===== config.mk =====
export PLATFORM = sky130hd
export DESIGN_NAME = pwm_multi
export DESIGN_NICKNAME = d
export VERILOG_FILES = /design/src/rtl/pwm_pkg.sv /design/src/rtl/pwm_prescale.sv /design/src/rtl/pwm_chan_reg.sv /design/src/rtl/pwm_engine.sv /design/src/rtl/pwm_multi.sv
export SDC_FILE = /design/constraint.sdc
export NUM_CORES = 1
export LEC_CHECK = 0
export CAP_MARGIN = 20
export CORE_UTILIZATION = 54
export CTS_CLUSTER_DIAMETER = 150
export DETAILED_ROUTE_END_ITERATION = 12
export DONT_BUFFER_PORTS = 1
export GPL_ROUTABILITY_DRIVEN = 0
export PLACE_DENSITY_LB_ADDON = 0.3
export SETUP_SLACK_MARGIN = 0.15
export SLEW_MARGIN = 20
export SYNTH_ARGS = -nofsm -noshare
export SYNTH_HDL_FRONTEND = slang
export SYNTH_SLANG_ARGS = --single-unit

===== constraint.sdc =====
create_clock -name clk -period 2.9 [get_ports clk]
set_input_delay 0.29 -clock clk [delete_from_list [all_inputs] [get_ports clk]]
set_output_delay 0.29 -clock clk [all_outputs]
set_load 0.02 [all_outputs]

===== src/rtl/pwm_pkg.sv =====
package pwm_pkg;

    localparam int SRC_N     = 4;
    localparam int SRC_SEL_W = $clog2(SRC_N);
    localparam int PRE_W     = 6;

    localparam logic [2:0] ADDR_CTRL = 3'd0;

    typedef enum logic [2:0] {
        MODE_OFF    = 3'd0,
        MODE_VAR    = 3'd1,
        MODE_TWIN8  = 3'd2,
        MODE_TWIN16 = 3'd3,
        MODE_NRZ    = 3'd4,
        MODE_DUAL8  = 3'd5,
        MODE_RZ     = 3'd6,
        MODE_RSVD   = 3'd7
    } pwm_mode_e;

    typedef struct packed {
        logic            out0_off;
        pwm_mode_e       mode;
        logic [1:0]      div;
        logic [SRC_SEL_W-1:0] src;
    } pwm_ctrl_t;

    function automatic logic mode_wide(pwm_mode_e m);
        return (m == MODE_VAR) || (m == MODE_TWIN16) ||
               (m == MODE_NRZ) || (m == MODE_RZ);
    endfunction

    function automatic logic mode_runs(pwm_mode_e m);
        return (m != MODE_OFF) && (m != MODE_RSVD);
    endfunction

    function automatic logic [PRE_W-1:0] div_limit(logic [1:0] d);
        logic [PRE_W:0] t;
        t = (PRE_W+1)'(1) << {d, 1'b0};
        return t[PRE_W-1:0] - 1'b1;
    endfunction

endpackage


===== src/rtl/pwm_prescale.sv =====
module pwm_prescale
    import pwm_pkg::*;
(
    input  logic                 clk,
    input  logic                 rst,
    input  logic                 clear,
    input  logic                 run,
    input  logic [SRC_SEL_W-1:0] src_sel,
    input  logic [SRC_N-1:0]     src_en,
    input  logic [1:0]           div,
    output logic                 tick
);
    logic [PRE_W-1:0] pre_q;
    logic             src;

    assign src  = src_en[src_sel];
    assign tick = run && src && (pre_q == div_limit(div));

    always_ff @(posedge clk) begin
        if (rst || clear)
            pre_q <= '0;
        else if (run && src)
            pre_q <= tick ? '0 : pre_q + 1'b1;
    end
endmodule


===== src/rtl/pwm_chan_reg.sv =====
module pwm_chan_reg #(
    parameter int BYTE_W = 8,
    localparam int VAL_W = 2 * BYTE_W
) (
    input  logic              clk,
    input  logic              rst,
    input  logic              wr_lo,
    input  logic              wr_hi,
    input  logic              wide,
    input  logic [BYTE_W-1:0] data,
    input  logic              load,
    output logic [VAL_W-1:0]  act
);
    logic [BYTE_W-1:0] stage_q;
    logic [VAL_W-1:0]  pend_q;

    always_ff @(posedge clk) begin
        if (rst) begin
            stage_q <= '0;
            pend_q  <= '0;
            act     <= '0;
        end else begin
            if (wr_lo) begin
                if (wide) stage_q <= data;
                else      pend_q[BYTE_W-1:0] <= data;
            end
            if (wr_hi) begin
                if (wide) pend_q <= {data, stage_q};
                else      pend_q[VAL_W-1:BYTE_W] <= data;
            end
            if (load)
                act <= pend_q;
        end
    end
endmodule


===== src/rtl/pwm_engine.sv =====
module pwm_engine
    import pwm_pkg::*;
#(
    parameter int BYTE_W = 8,
    localparam int CNT_W = 2 * BYTE_W
) (
    input  logic             clk,
    input  logic             rst,
    input  logic             clear,
    input  logic             tick,
    input  pwm_mode_e        mode,
    input  logic [CNT_W-1:0] act0,
    input  logic [CNT_W-1:0] act1,
    output logic             raw0,
    output logic             raw1,
    output logic             boundary,
    output logic [CNT_W-1:0] cnt
);
    logic [CNT_W-1:0]  acc0_q, acc1_q;
    logic              cy0_q, cy1_q, phase_q;
    logic [BYTE_W-1:0] cnt_lo;
    logic [CNT_W:0]    sum0, sum1;

    assign cnt_lo = cnt[BYTE_W-1:0];
    assign sum0   = {1'b0, acc0_q} + {1'b0, act0};
    assign sum1   = {1'b0, acc1_q} + {1'b0, act1};

    always_comb begin
        boundary = 1'b0;
        if (tick) begin
            unique case (mode)
                MODE_VAR:              boundary = (cnt >= act0);
                MODE_TWIN8, MODE_DUAL8: boundary = (cnt_lo == '1);
                MODE_TWIN16:           boundary = (cnt == '1);
                MODE_NRZ:              boundary = 1'b1;
                MODE_RZ:               boundary = !phase_q;
                default:               boundary = 1'b0;
            endcase
        end
    end

    always_ff @(posedge clk) begin
        if (rst || clear) begin
            cnt     <= '0;
            acc0_q  <= '0;
            acc1_q  <= '0;
            cy0_q   <= 1'b0;
            cy1_q   <= 1'b0;
            phase_q <= 1'b0;
        end else if (tick) begin
            unique case (mode)
                MODE_VAR:    cnt <= (cnt >= act0) ? '0 : cnt + 1'b1;
                MODE_TWIN8, MODE_DUAL8:
                             cnt <= {{BYTE_W{1'b0}}, cnt_lo + 1'b1};
                MODE_TWIN16: cnt <= cnt + 1'b1;
                MODE_NRZ: begin
                    {cy0_q, acc0_q} <= sum0;
                    {cy1_q, acc1_q} <= sum1;
                end
                MODE_RZ: begin
                    phase_q <= !phase_q;
                    if (!phase_q) begin
                        {cy0_q, acc0_q} <= sum0;
                        {cy1_q, acc1_q} <= sum1;
                    end
                end
                default: ;
            endcase
        end
    end

    always_comb begin
        raw0 = 1'b0;
        raw1 = 1'b0;
        unique case (mode)
            MODE_VAR:    raw1 = (cnt < act1);
            MODE_TWIN8: begin
                raw0 = (cnt_lo < act0[BYTE_W-1:0]);
                raw1 = (cnt_lo < act1[BYTE_W-1:0]);
            end
            MODE_DUAL8: begin
                raw0 = (cnt_lo < act0[BYTE_W-1:0]);
                raw1 = (cnt_lo < act0[CNT_W-1:BYTE_W]);
            end
            MODE_TWIN16: begin
                raw0 = (cnt < act0);
                raw1 = (cnt < act1);
            end
            MODE_NRZ: begin
                raw0 = cy0_q;
                raw1 = cy1_q;
            end
            MODE_RZ: begin
                raw0 = cy0_q & phase_q;
                raw1 = cy1_q & phase_q;
            end
            default: ;
        endcase
    end
endmodule


===== src/rtl/pwm_multi.sv =====
module pwm_multi
    import pwm_pkg::*;
#(
    parameter int BYTE_W = 8
) (
    input  logic             clk,
    input  logic             rst,
    input  logic             wr_en,
    input  logic [2:0]       wr_addr,
    input  logic [BYTE_W-1:0] wr_data,
    input  logic [SRC_N-1:0] clk_en,
    output logic             pwm_out0,
    output logic             pwm_out1
);
    localparam int CNT_W = 2 * BYTE_W;
    localparam int NCH   = 2;

    pwm_ctrl_t        ctrl_q;
    logic             ctrl_wr, tick, bnd, chan_load, raw0, raw1;
    logic [CNT_W-1:0] act_q [NCH];
    logic [CNT_W-1:0] act0_w, act1_w, cnt_w;

    assign ctrl_wr   = wr_en && (wr_addr == ADDR_CTRL);
    assign chan_load = ctrl_wr || bnd;

    always_ff @(posedge clk) begin
        if (rst)
            ctrl_q <= '0;
        else if (ctrl_wr)
            ctrl_q <= pwm_ctrl_t'(wr_data[7:0]);
    end

    for (genvar i = 0; i < NCH; i++) begin : g_chan
        localparam logic [2:0] LO_ADDR = 3'(1 + 2 * i);
        localparam logic [2:0] HI_ADDR = 3'(2 + 2 * i);
        pwm_chan_reg #(.BYTE_W(BYTE_W)) u_reg (
            .clk   (clk),
            .rst   (rst),
            .wr_lo (wr_en && (wr_addr == LO_ADDR)),
            .wr_hi (wr_en && (wr_addr == HI_ADDR)),
            .wide  (mode_wide(ctrl_q.mode)),
            .data  (wr_data),
            .load  (chan_load),
            .act   (act_q[i])
        );
    end

    assign act0_w = act_q[0];
    assign act1_w = act_q[1];

    pwm_prescale u_pre (
        .clk     (clk),
        .rst     (rst),
        .clear   (ctrl_wr),
        .run     (mode_runs(ctrl_q.mode)),
        .src_sel (ctrl_q.src),
        .src_en  (clk_en),
        .div     (ctrl_q.div),
        .tick    (tick)
    );

    pwm_engine #(.BYTE_W(BYTE_W)) u_eng (
        .clk      (clk),
        .rst      (rst),
        .clear    (ctrl_wr),
        .tick     (tick),
        .mode     (ctrl_q.mode),
        .act0     (act0_w),
        .act1     (act1_w),
        .raw0     (raw0),
        .raw1     (raw1),
        .boundary (bnd),
        .cnt      (cnt_w)
    );

    assign pwm_out0 = raw0 && !ctrl_q.out0_off;
    assign pwm_out1 = raw1;
endmodule


==> results.cfg <==
[grt]
grt_usage_pct = 28.02
grt_overflow = 0
antenna_found_initial = 0
grt_pass1_wl_um = 35110
first_global_vias = 7033
grt_max_degree = 68

[worst_hold_path]
min_path_type = input port to flip-flop
holdPathStages = 2

[layout]
diodes = 0
n_fill_cell = 1254
layout_common_cells = 130 x dfxtp_1, 121 x nand2_1, 104 x nor2_1
finalInstanceArea_um2 = 9851
areaGrowthSynthToFinish_pct = 17.02
drive_gt1_share_pct = 12.56
mostFrequentLayoutCell = dfxtp_1
nNetsFinal = 1155
fin_cells = 1263

[setup_path]
cp-start-kind = flip-flop
cp_slowest_cell = a221o_1
end_kind = flip-flop
path_depth = 12
cp.arrival_ns = 3.16
cp_top_family = compound AO/OA/AOI/OAI gates
path_cells = inv_2 > ha_4 > a21oi_2 > o21ai_1 > a221o_1 > a221o_2 > a221o_2 > a21oi_4 > buf_4 > buf_12 > buf_12 > mux2i_1
worstRegToRegCells = 12
crit_buf_inv = 4
critPathMaxFanout = 8
cp.required_ns = 3.25
path_class = flip-flop to flip-flop
cp_slowest_stage_delay_ns = 0.39

[timing]
slew_violations = 0
max_freq_mhz = 356.8
setup_viol = 0
clock_skew_ns = 0.01010
min_period_over_period_pct = 96.63
slew_headroom_pct = 67.88
worst_pin_slew_ns = 0.4807
rsz0062_at_grt = true
finalHoldViolations = 0
fin_setup_tns_ns = 0
fin_crit_ns = 2.802

[status]
outcome = complete, no violations

[logic_synthesis]
muxShareOfSynthArea_pct = 7.640
syn_inst = 1015
async_flop_share_pct = 0
synthesis.nets = 1108
synth.distinct_cells = 57
syn_avg_cell_area_um2 = 8.294
synthSimpleGateAreaFrac_pct = 24.44
ys.flop_type = dfxtp_1
syn-cell-area_um2 = 8418
synth_compound_area_share_pct = 13.79
synth_top_area_share_pct = 34.48
synthTopCellsByArea = dfxtp_1 34%, ha_1 11%, mux2i_1 7.4%, nand2b_1 5.5%, nand2_1 5.4%
synthXorXnorAreaFrac_pct = 4.058
ys_ff_latch = 145
synthAdderAreaFrac_pct = 11.33
synth_top_family_by_area = simple AND/OR/NAND/NOR gates
synth_edf_count = 0
yosysTopAreaCell = dfxtp_1
yosysSeqAreaShare_pct = 34.48
yosysWarnings = 0

[pwr]
power.total_mw = 4.445
peakVddDrop_mv = 0.4564
leakage_nw = 4.260
p_int_mw = 3.340
power.net_switching_mw = 1.105
clkPwrFrac_pct = 50.3
p_sw_share_pct = 24.85
comb_power_share_pct = 4.3
p_per_area_nw_per_um2 = 451.2
p_seq_share_pct = 45.4

[cts]
cts.sinks = 145
root_buffer = clkbuf_16
h-tree-depth = 4
cts_tree = yes
cts_made_buffers = 17
clk_latency_ns = 0.44
clk_pin_slew_worst_paths_ns = 0.06
clockBufferDepth = 2

[die]
fp.dieH_um = 126.9
fp.coreArea_um2 = 15200
die_area_um2 = 16090
placement_rows = 45
io_pins = 20
die_w_um = 126.9
initial_core_util_pct = 55.37

[drt]
ant_nets = 0
vias_per_cell = 5.831
first_pass_iters = 7
drt_iter0_markers = 498
routedWlPerCell_um = 17.23
drc_errors = 0
totalWireLength_um = 21760
num_vias = 7364

[placement]
dpl_cell_area_um2 = 8747
placed_cells = 1198
dp_hpwl_um = 14530
port_buffers = 0

[job]
drv_cap = 0
[per-layer routing]
metal,GRT usage (%),part of all wire [%],vias up
met2,46.74,46,217
met5,0,0,-
met4,11.90,3.0,0
li1,-,-,3627
met1,35.34,44,3470
met3,5.399,6.3,50
[what timing repair did]
action	4_1_cts	5_1_grt
resized for setup	33	21
buffers inserted	10	7
hold buffers	12	1
setup endpoints to repair	34	63
gates cloned	3	0
hold endpoints to repair	56	1
pin swaps	10	7
[per-stage QoR]
step | util (%) | worst slack [ns] | hold WS (ns)
global route | 64.80 | -0.02714 | 0.004075
CTS | 63.98 | 0.1310 | 0.0002841
finish | 64.80 | 0.09769 | 0.005914
detailed placement | 57.54 | 0.04892 | 0.3677
global placement | 57.54 | 0.1413 | 0.3669
floorplan | - | 0.2004 | 0.4260
[path summary, 6_finish.rpt]
| path | slack [ns] | end | startpoint |
|---|---|---|---|
| setup / recovery | 0.1 | g_chan[0].u_reg.act[9] | g_chan[0].u_reg.act[11] |
| hold / removal | 0.006 | g_chan[1].u_reg.stage_q[6] | wr_data[6] |
| setup reg to reg | 0.1 | g_chan[0].u_reg.act[9] | g_chan[0].u_reg.act[11] |
| hold reg to reg | 0.46 | g_chan[1].u_reg.pend_q[13] | g_chan[1].u_reg.pend_q[13] |
[Yosys cell counts (all sizes together), types with 2 or more instances]
| cell | n |
|---|---|
| nor4 | 12 |
| ha | 73 |
| a211oi | 21 |
| and3 | 12 |
| xor2 | 22 |
| nand3 | 32 |
| a221o | 3 |
| nor3 | 21 |
| inv | 46 |
| o211a | 2 |
| clkbuf | 29 |
| nand2 | 121 |
| or2 | 3 |
| nand4 | 6 |
| and4 | 6 |
| mux2i | 62 |
| o211ai | 4 |
| nand3b | 2 |
| o2111a | 2 |
| o31ai | 7 |
| o21ai | 32 |
| xnor2 | 17 |
| and2 | 3 |
| nor4b | 3 |
| or3 | 6 |
| a21oi | 77 |
| o21bai | 3 |
| o21a | 9 |
| nor2 | 106 |
| fa | 2 |
| nand2b | 74 |
| buf | 10 |
| nor2b | 12 |
| dfxtp | 145 |
| a21o | 13 |
| o31a | 2 |
[cell type report]
cell class	count	area (µm²)	area share (%)
clock buffer	18	439.2	4.458
clock inverter	14	160.2	1.626
inverter	46	172.7	1.753
multi-input combinational	785	5266	53.46
sequential	145	2927	29.71
tap	188	235.2	2.388
timing repair buffer	67	650.6	6.605
[logic make-up (layout without fill, tap and decap cells)]
kind of cell    Yosys count  after routing
flops                   145            145
fa+ha+maj                75             75
mux                      63             63
buf+inv                  85            145
simple gates            423            423
xor+xnor                 39             39
compound gates          185            185
[registers in the layout (all words and copies together) (netlist names)]
signal and flops:
u_eng.cy1_q 1, u_eng.acc1_q 16, g_chan.u_reg.pend_q 32, ctrl_q 8, u_pre.pre_q 6, u_eng.cy0_q 1, g_chan.u_reg.act 32, u_eng.phase_q 1
u_eng.cnt 16, u_eng.acc0_q 16, g_chan.u_reg.stage_q 16
[worst register-to-register path, cell delays in order (launching register included)]
cell and delay [ns]:
dfxtp_2 0.35, inv_2 0.06, ha_4 0.23, a21oi_2 0.13, o21ai_1 0.09, a221o_1 0.39
a221o_2 0.34, a221o_2 0.38, a21oi_4 0.17, buf_4 0.14, buf_12 0.11, buf_12 0.14
mux2i_1 0.20
[power groups by stage]
stage	Clock, mW	Sequential, mW	Combinational [mW]
2_1_floorplan	0	2.06	0.127
3_3_place_gp	0	2.06	0.137
3_5_place_dp	0	2.07	0.138
4_1_cts	2.25	2.02	0.184
5_1_grt	2.34	2.02	0.202
6_report	2.24	2.02	0.189
Power figures use the tool's default switching activity.
